`config.mk`:
```
export PLATFORM = sky130hd
export DESIGN_NAME = irx_irq_ctrl
export DESIGN_NICKNAME = d
export VERILOG_FILES = /design/src/rtl/irx_irq_pkg.sv /design/src/rtl/irx_evt_group.sv /design/src/rtl/irx_mode_reg.sv /design/src/rtl/irx_evt_steer.sv /design/src/rtl/irx_irq_ctrl.sv
export SDC_FILE = /design/constraint.sdc
export NUM_CORES = 1
export LEC_CHECK = 0
export BUFFER_PORTS_ARGS = -buffer_cell sky130_fd_sc_hd__clkbuf_2
export CAP_MARGIN = 20
export CORE_MARGIN = 3
export CORE_UTILIZATION = 45
export CTS_CLUSTER_DIAMETER = 30
export CTS_CLUSTER_SIZE = 16
export DETAILED_ROUTE_END_ITERATION = 7
export PLACE_DENSITY = 0.77
export SLEW_MARGIN = 20
export SYNTH_ARGS = -nofsm -noshare
export SYNTH_HDL_FRONTEND = slang
export SYNTH_SLANG_ARGS = --single-unit
```
`constraint.sdc`:
```
create_clock -name clk -period 1.4 [get_ports clk]
set_clock_uncertainty 0.1 [all_clocks]
set_input_delay 0.21 -clock clk [delete_from_list [all_inputs] [get_ports clk]]
set_output_delay 0.21 -clock clk [all_outputs]
set_load 0.01 [all_outputs]
```
`src/rtl/irx_irq_pkg.sv`:
```
package irx_irq_pkg;
   localparam int unsigned EVT_N   = 5;
   localparam int unsigned REG_W   = 16;
   // source bit position for each event input index (0 = transmit end)
   localparam int unsigned EVT_POS [EVT_N] = '{7, 8, 9, 11, 15};

   localparam int unsigned GM_SLOW_POS = 0;
   localparam int unsigned GM_FR_POS   = 4;
   localparam int unsigned GM_FIFO_POS = 8;
   localparam int unsigned MODE_LO_POS = 14;

   localparam int unsigned A_MODE   = 0;
   localparam int unsigned A_SA_SRC = 1;
   localparam int unsigned A_SA_MSK = 2;
   localparam int unsigned A_SA_CLR = 3;
   localparam int unsigned A_FR_SRC = 4;
   localparam int unsigned A_FR_MSK = 5;
   localparam int unsigned A_FR_CLR = 6;

   typedef enum logic [1:0] {
      LM_SLOW = 2'b00,
      LM_RSVD = 2'b01,
      LM_FAST = 2'b10,
      LM_MED  = 2'b11
   } link_mode_e;

   typedef struct packed {
      logic fifo;
      logic fr;
      logic slow;
   } grp_mask_t;
endpackage

```
`src/rtl/irx_evt_group.sv`:
```
module irx_evt_group
   import irx_irq_pkg::*;
#(
   parameter int unsigned DATA_W = REG_W,
   parameter int unsigned NEVT   = EVT_N
)(
   input  logic              clk,
   input  logic              rst_n,
   input  logic [NEVT-1:0]   evt_i,
   input  logic              msk_we,
   input  logic              clr_we,
   input  logic [DATA_W-1:0] wdata,
   output logic [NEVT-1:0]   src_o,
   output logic [NEVT-1:0]   msk_o,
   output logic [DATA_W-1:0] src_word_o,
   output logic [DATA_W-1:0] msk_word_o,
   output logic              pend_o
);
   logic [NEVT-1:0] src_q;
   logic [NEVT-1:0] msk_q;
   logic            unused_wbits;

   assign unused_wbits = ^wdata;

   for (genvar k = 0; k < NEVT; k++) begin : g_bit
      always_ff @(posedge clk) begin
         if (!rst_n)
            src_q[k] <= 1'b0;
         else if (evt_i[k])
            src_q[k] <= 1'b1;
         else if (clr_we && wdata[EVT_POS[k]])
            src_q[k] <= 1'b0;
      end

      always_ff @(posedge clk) begin
         if (!rst_n)
            msk_q[k] <= 1'b1;
         else if (msk_we)
            msk_q[k] <= wdata[EVT_POS[k]];
      end
   end

   always_comb begin
      src_word_o = '0;
      msk_word_o = '0;
      for (int k = 0; k < int'(NEVT); k++) begin
         src_word_o[EVT_POS[k]] = src_q[k];
         msk_word_o[EVT_POS[k]] = msk_q[k];
      end
   end

   assign src_o  = src_q;
   assign msk_o  = msk_q;
   assign pend_o = |(src_q & ~msk_q);
endmodule

```
`src/rtl/irx_mode_reg.sv`:
```
module irx_mode_reg
   import irx_irq_pkg::*;
#(
   parameter int unsigned DATA_W = REG_W
)(
   input  logic              clk,
   input  logic              rst_n,
   input  logic              we,
   input  logic [DATA_W-1:0] wdata,
   output link_mode_e        mode_o,
   output grp_mask_t         gmask_o,
   output logic [DATA_W-1:0] word_o
);
   link_mode_e mode_q;
   grp_mask_t  gm_q;
   logic       unused_wbits;

   assign unused_wbits = ^wdata;

   always_ff @(posedge clk) begin
      if (!rst_n) begin
         mode_q <= LM_SLOW;
         gm_q   <= '{fifo: 1'b1, fr: 1'b1, slow: 1'b1};
      end else if (we) begin
         mode_q  <= link_mode_e'(wdata[MODE_LO_POS +: 2]);
         gm_q.slow <= wdata[GM_SLOW_POS];
         gm_q.fr   <= wdata[GM_FR_POS];
         gm_q.fifo <= wdata[GM_FIFO_POS];
      end
   end

   always_comb begin
      word_o = '0;
      word_o[MODE_LO_POS +: 2] = mode_q;
      word_o[GM_SLOW_POS]      = gm_q.slow;
      word_o[GM_FR_POS]        = gm_q.fr;
      word_o[GM_FIFO_POS]      = gm_q.fifo;
   end

   assign mode_o  = mode_q;
   assign gmask_o = gm_q;
endmodule

```
`src/rtl/irx_evt_steer.sv`:
```
module irx_evt_steer
   import irx_irq_pkg::*;
#(
   parameter int unsigned NEVT = EVT_N
)(
   input  link_mode_e      mode_i,
   input  logic [NEVT-1:0] evt_i,
   output logic [NEVT-1:0] slow_o,
   output logic [NEVT-1:0] fr_o
);
   always_comb begin
      slow_o = '0;
      fr_o   = '0;
      unique case (mode_i)
         LM_SLOW:         slow_o = evt_i;
         LM_FAST, LM_MED: fr_o   = evt_i;
         default:         ;
      endcase
   end
endmodule

```
`src/rtl/irx_irq_ctrl.sv`:
```
module irx_irq_ctrl
   import irx_irq_pkg::*;
#(
   parameter int unsigned DATA_W = REG_W,
   parameter int unsigned ADDR_W = 3,
   parameter int unsigned NEVT   = EVT_N
)(
   input  logic              clk,
   input  logic              rst_n,
   input  logic [NEVT-1:0]   evt_in,
   input  logic              fifo_rx_req,
   input  logic              reg_we,
   input  logic [ADDR_W-1:0] reg_addr,
   input  logic [DATA_W-1:0] reg_wdata,
   output logic [DATA_W-1:0] reg_rdata,
   output logic              irq_o
);
   localparam int unsigned NREG = A_FR_CLR + 1;

   if (DATA_W < 16) begin : g_bad_width
      $error("irx_irq_ctrl: DATA_W must be at least 16");
   end
   if ((1 << ADDR_W) < NREG) begin : g_bad_addr
      $error("irx_irq_ctrl: ADDR_W too narrow for register map");
   end
   if (NEVT != EVT_N) begin : g_bad_evt
      $error("irx_irq_ctrl: NEVT must match event layout");
   end

   link_mode_e        mode_q;
   grp_mask_t         gmask;
   logic [DATA_W-1:0] mode_word;
   logic [NEVT-1:0]   evt_sa, evt_fr;
   logic [NEVT-1:0]   sa_src, sa_msk, fr_src, fr_msk;
   logic [DATA_W-1:0] sa_src_w, sa_msk_w, fr_src_w, fr_msk_w;
   logic              sa_pend, fr_pend;
   logic              mode_we, sa_msk_we, sa_clr_we, fr_msk_we, fr_clr_we;

   assign mode_we   = reg_we && (reg_addr == ADDR_W'(A_MODE));
   assign sa_msk_we = reg_we && (reg_addr == ADDR_W'(A_SA_MSK));
   assign sa_clr_we = reg_we && (reg_addr == ADDR_W'(A_SA_CLR));
   assign fr_msk_we = reg_we && (reg_addr == ADDR_W'(A_FR_MSK));
   assign fr_clr_we = reg_we && (reg_addr == ADDR_W'(A_FR_CLR));

   irx_mode_reg #(.DATA_W(DATA_W)) mode_i (
      .clk(clk), .rst_n(rst_n), .we(mode_we), .wdata(reg_wdata),
      .mode_o(mode_q), .gmask_o(gmask), .word_o(mode_word)
   );

   irx_evt_steer #(.NEVT(NEVT)) steer_i (
      .mode_i(mode_q), .evt_i(evt_in), .slow_o(evt_sa), .fr_o(evt_fr)
   );

   irx_evt_group #(.DATA_W(DATA_W), .NEVT(NEVT)) sa_grp_i (
      .clk(clk), .rst_n(rst_n), .evt_i(evt_sa),
      .msk_we(sa_msk_we), .clr_we(sa_clr_we), .wdata(reg_wdata),
      .src_o(sa_src), .msk_o(sa_msk), .src_word_o(sa_src_w),
      .msk_word_o(sa_msk_w), .pend_o(sa_pend)
   );

   irx_evt_group #(.DATA_W(DATA_W), .NEVT(NEVT)) fr_grp_i (
      .clk(clk), .rst_n(rst_n), .evt_i(evt_fr),
      .msk_we(fr_msk_we), .clr_we(fr_clr_we), .wdata(reg_wdata),
      .src_o(fr_src), .msk_o(fr_msk), .src_word_o(fr_src_w),
      .msk_word_o(fr_msk_w), .pend_o(fr_pend)
   );

   always_comb begin
      case (reg_addr)
         ADDR_W'(A_MODE):   reg_rdata = mode_word;
         ADDR_W'(A_SA_SRC): reg_rdata = sa_src_w;
         ADDR_W'(A_SA_MSK): reg_rdata = sa_msk_w;
         ADDR_W'(A_FR_SRC): reg_rdata = fr_src_w;
         ADDR_W'(A_FR_MSK): reg_rdata = fr_msk_w;
         default:           reg_rdata = '0;
      endcase
   end

   assign irq_o = (sa_pend && !gmask.slow) ||
                  (fr_pend && !gmask.fr)   ||
                  (fifo_rx_req && !gmask.fifo);
endmodule

```
=== Word-level counts from Yosys, hierarchy flattened ===
Cells that the tools add are included.

* Register bits: 25
* Bits in latches: 0
* RAM bits: 0
* Bits in read-only memories: 0
* Bits of input ports: 28
* Output and inout port bits: 17
* Logic and storage cells: 97
* Memories: 0

* Add/subtract/negate cells: 0
* Multipliers: 0
* Div/mod/pow operators: 0
* $lt $le $gt $ge: 0
* Equal/unequal tests: 8
* Shift operators: 0
* Mux-type cells: 23
* Bitwise logic cells: 4
* Reduce and logical (&&, ||, !) cells: 38

{| class="wikitable"
|+ Operator list
! operator !! count
|-
| $pmux 16 s5 || 1
|-
| $mux 1 || 20
|-
| $reduce_bool 2->1 || 10
|-
| $logic_and 1x1->1 || 18
|-
| $and 5x5->5 || 2
|-
| $mux 5 || 2
|-
| $not 5->5 || 2
|-
| $reduce_or 5->1 || 2
|-
| $eq 3x3->1 const B || 3
|-
| $eq 3x2->1 const B || 2
|-
| $eq 2x2->1 const B || 2
|-
| $eq 3x1->1 const B || 1
|-
| $logic_not 1->1 || 3
|-
| $logic_not 3->1 || 1
|-
| $logic_not 2->1 || 1
|-
| $logic_or 1x1->1 || 2
|-
| $reduce_or 2->1 || 1
|}

=== Longest topological paths before layout ===
* Word-level depth: 6
* Mapped depth: 5
* Mapped depth without buffers: 4

=== Modules after synthesis ===
A second synthesis with hierarchy kept.

* Cells, all modules: 290
* Area, all modules: 2422.3 um^2

{| class="wikitable"
|+ Modules (own cells, without submodules)
! module !! times used !! cells each !! area each (um^2) !! seq. area each (um^2)
|-
| irx_evt_group || 2 || 77 || 626.9 || 200.2
|-
| irx_irq_ctrl || 1 || 92 || 773.2 || 0.0
|-
| irx_mode_reg || 1 || 33 || 309.0 || 100.1
|-
| irx_evt_steer || 1 || 11 || 86.3 || 0.0
|}

=== Worst setup path after synthesis ===
Ideal clock, no wire load.

* Path kind: register to output
* Start: register fr_grp_i.msk_q[2], in the netlist fr_grp_i.msk_o[2]
* End: output port irq_o
* Data arrival time: 1.072 ns
* Required time: 1.090 ns
* Slack: 0.018 ns
* Stages on the path, launching flop included: 5
* Buffers on the path: 0
* Path through: dfxtp_1 inv_1 a222oi_1 a31oi_1 a211o_1

* Cells in the longest elaborated chain, start to end: 6

{| class="wikitable"
|+ Ends and longest elaborated chain
! item !! RTL line !! source
|-
| start, declared || irx_evt_group.sv:20 || <nowiki>logic [NEVT-1:0] msk_q;</nowiki>
|-
| start signal, assigned by index || irx_evt_group.sv:39 || <nowiki>msk_q[k] <= wdata[EVT_POS[k]];</nowiki>
|-
| $not 5->5 || irx_evt_group.sv:54 || <nowiki>assign pend_o = |(src_q & ~msk_q);</nowiki>
|-
| $and 5x5->5 || irx_evt_group.sv:54 ||
|-
| $reduce_or 5->1 || irx_evt_group.sv:54 ||
|-
| $logic_and 1x1->1 || irx_irq_ctrl.sv:80 || <nowiki>(fr_pend && !gmask.fr) ||</nowiki>
|-
| $logic_or 1x1->1 || irx_irq_ctrl.sv:79 || <nowiki>assign irq_o = (sa_pend && !gmask.slow) ||</nowiki>
|-
| $logic_or 1x1->1 || irx_irq_ctrl.sv:80 ||
|-
| end, declared || irx_irq_ctrl.sv:16 || <nowiki>output logic irq_o</nowiki>
|}

No other way between the ends.

=== Worst setup path after layout ===
Ends and elaborated chain as after synthesis.

==> metrics.csv <==
stage;metric;value;unit
logic_synthesis;Avg Inst Size Synth;8.69;sq um
cts;CTS sink cnt;25;
cts;CTS Hold Bufs;0;
run;Max Cap Violations;0;
setup_path;critical path class;flop to output pin;
logic_synthesis;mapped cell area;1360;sq um
place;Final GP Congestion;0.849;
logic_synthesis;ys async rst share;0;
logic_synthesis;Cells after Synth;156;
pwr;net switching fraction of the power;0.283;
logic_synthesis;top post-synthesis cells by area;dfxtp_1, nand2_1, mux2i_1;
pwr;combinational power share;0.203;
layout;Nets;228;
routing;first drt pass iteration count;4;
routing;highest routed layer;met4;
status;status;finished with violations;
grt;global-route wire length before repair;5730;um
floorplan;die width;60.9;um
layout;Fillers;235;
place;DPL Wire Length;2600;um
setup_path;RR Startpoint;mode_i.mode_o[1];
routing;met1 wire length;1570;um
routing;Vias;1277;
logic_synthesis;most frequent cell after synthesis;nand2_1;
setup_path;slowest stage delay, CP;0.35;ns
floorplan;I/O Pins;45;
setup_path;Crit path max-delay family;compound AO/OA/AOI/OAI gates;
layout;Multi-input gate area;782;sq um
cts;post-CTS repair timing setup buffer count;0;
setup_path;Worst Path Buf+Inv;2;
routing;met2 wire len;1710;um
grt;initial antenna violation count;0;
sta;Fin Setup TNS;-2.01;ns
routing;Post-DRT Antenna Nets;0;
sta;f_max;532;MHz
setup_path;FF-to-FF End;sa_grp_i.src_o[0];
cts;Clock transition at path regs;0.15;ns
min_path;worst hold stages;3;
setup_path;CP max-delay cell;dfxtp_2;
cts;CTS tree;built;
status;failing checks;negative setup slack;
pwr;Flop pwr share;0.552;
cts;CTS Root Cell;clkbuf_4;
layout;Area Overhead vs Synth;26.5;%
layout;fraction of layout cells with a size suffix above 1;0.377;
logic_synthesis;Synth Flop Type;dfxtp_1;
setup_path;CP Capture Type;output pin;
floorplan;Initial Util;0.483;
layout;fin util;0.612;
sta;Tmin final;1.88;ns
sta;final worst slack;-0.478;ns
pwr;clock share of power;0.246;
sta;Max Slew Vio Count;0;
floorplan;die height;60.9;um
cts;CTS Buf Count;3;
floorplan;FP Rows;19;
setup_path;WP data arrival;1.57;ns
logic_synthesis;top-area cell type share of the netlist area;0.369;
logic_synthesis;top cell type by total area after synthesis;dfxtp_1;
cts;CTS Buffer Depth;2;
logic_synthesis;Synth Warn #;0;
min_path;Hold Crit Class;primary input to flop;
setup_path;crit start category;flop;
routing;DR vias/cell;5.55;
setup_path;internal reg-to-reg setup slack;0.24;ns
grt;GRT Util Overall;0.206;
place;Post-DP Area;1620;sq um
setup_path;Worst Path Required;1.09;ns
routing;1st-iter DRT viols;91;
logic_synthesis;Post-synth EDFFs;0;
routing;wire length per cell;15.3;um
routing;WL final;3530;um
sta;unrepaired setup endpoints after global routing;true;
sta;final setup fails;6;
sta;Final period util;1.34;
floorplan;core area;2810;sq um
floorplan;total die area;3710;sq um
layout;antenna cells;0;
pwr;Max VDD drop;0.000420;V
setup_path;worst-case reg-to-reg path depth;4;
pwr;pwr dens;799;nW/um^2
pwr;Leak Pwr;0.846;nW
place;PortBufs;28;
cts;Worst-Skew Late Latency;0.32;ns
pwr;Int Pwr;0.983;mW
routing;DRC Markers;0;
grt;vias in the first global route;1197;
min_path;Hold Path Sink;mode_i.gmask_o[0];
sta;final hold vios;0;
sta;Fin Hold WS;0.0144;ns
cts;H-tree Lvls;1;
layout;register area;513;sq um
min_path;HP Start;reg_wdata[0];
pwr;Tot Pwr;1.37;mW
pwr;P_sw;0.388;mW
logic_synthesis;Synth cell types;28;
setup_path;worst-path fanout max;2;
routing;metal3 WL;197;um
logic_synthesis;FF+latch count, synth;25;
logic_synthesis;register area share after synthesis;0.369;
grt;largest net degree at the start of global routing;26;
grt;GR Overflow Total;0;
layout;post-route cell area;1720;sq um
setup_path;critical-path cell list;inv_1 -> a222oi_1 -> a31oi_1 -> a211o_1 -> clkbuf_2;
logic_synthesis;Synth top cells by count;nand2_1, dfxtp_1, a22oi_1;
==> per-layer routing <==
metal	vias up	GRT usage
li1	607	-
met1	611	0.285
met2	53	0.322
met3	6	0.0234
met4	0	0.0929
met5	-	0
==> worst max path at each step <==
stage | start | to | slack (ns) | cells after the start
2_1_floorplan | fr_grp_i.msk_o[2] | irq_o | 0.02 | 4
3_3_place_gp | fr_grp_i.msk_o[2] | irq_o | -0.15 | 5
3_5_place_dp | fr_grp_i.msk_o[2] | irq_o | -0.16 | 5
4_1_cts | fr_grp_i.msk_o[2] | irq_o | -0.47 | 5
5_1_grt | fr_grp_i.msk_o[2] | irq_o | -0.53 | 5
6_report | fr_grp_i.msk_o[2] | irq_o | -0.48 | 5
==> power groups by stage <==
| stage | clock, mW | sequential (mW) | combinational [mW] |
|---|---|---|---|
| floorplan | 0 | 0.764 | 0.160 |
| global route | 0.364 | 0.760 | 0.303 |
| CTS | 0.337 | 0.755 | 0.269 |
| global placement | 0 | 0.768 | 0.249 |
| detailed placement | 0 | 0.769 | 0.255 |
| finish | 0.337 | 0.756 | 0.278 |
==> final cells by class <==
class	count	share of cell area
multi-input combinational	114	0.456
sequential	25	0.299
timing repair buffer	47	0.187
tap	31	0.0226
inverter	9	0.0197
clock buffer	4	0.0153
==> per-stage QoR <==
stage          worst slack [ns]  instances
6_report                 -0.478        230
5_1_grt                  -0.535        230
4_1_cts                  -0.474        230
3_5_place_dp             -0.155        226
3_3_place_gp             -0.152        226
2_1_floorplan            0.0179        163
==> placed cells by master (no fill, tap or decap), types with 2 or more instances in the layout <==
master,instances
mux2_4,2
mux2i_1,10
dfxtp_1,15
mux4_2,2
a21boi_0,2
and4b_1,2
nand3_2,2
nor2b_1,12
conb_1,8
a22oi_1,10
buf_6,3
a222oi_1,2
buf_12,2
dfxtp_2,10
clkbuf_4,4
and2_1,3
nand2_1,29
o21ai_1,4
a22oi_2,3
inv_1,8
a31oi_1,2
nand3_1,10
clkbuf_2,27
buf_4,14
nand2b_1,4
==> state kept, by name, summed over array words and instances, names as in the netlist <==
register	count
fr_grp_i.msk_o	5
fr_grp_i.src_o	5
sa_grp_i.msk_o	5
sa_grp_i.src_o	5
mode_i.gmask_o	3
mode_i.mode_o	2
==> logic make-up (layout without fill, tap and decap cells) <==
group | count (synthesis) | in the layout | synth area share
compound gates | 25 | 25 | 0.132
buf+inv | 24 | 60 | 0.103
flops | 25 | 25 | 0.369
mux | 15 | 15 | 0.132
other cells | 1 | 8 | 0.00276
simple gates | 66 | 66 | 0.261
==> timing repair <==
action | CTS | global route
setup endpoints to repair | 9 | 12
pin swaps | 3 | 2
resized for setup | 21 | 7
==> worst min-delay path, stage by stage <==
cell	delay [ns]
clkbuf_2	0.07
nand3_1	0.06
nand3_1	0.07
(Power assumes the default switching activity.)
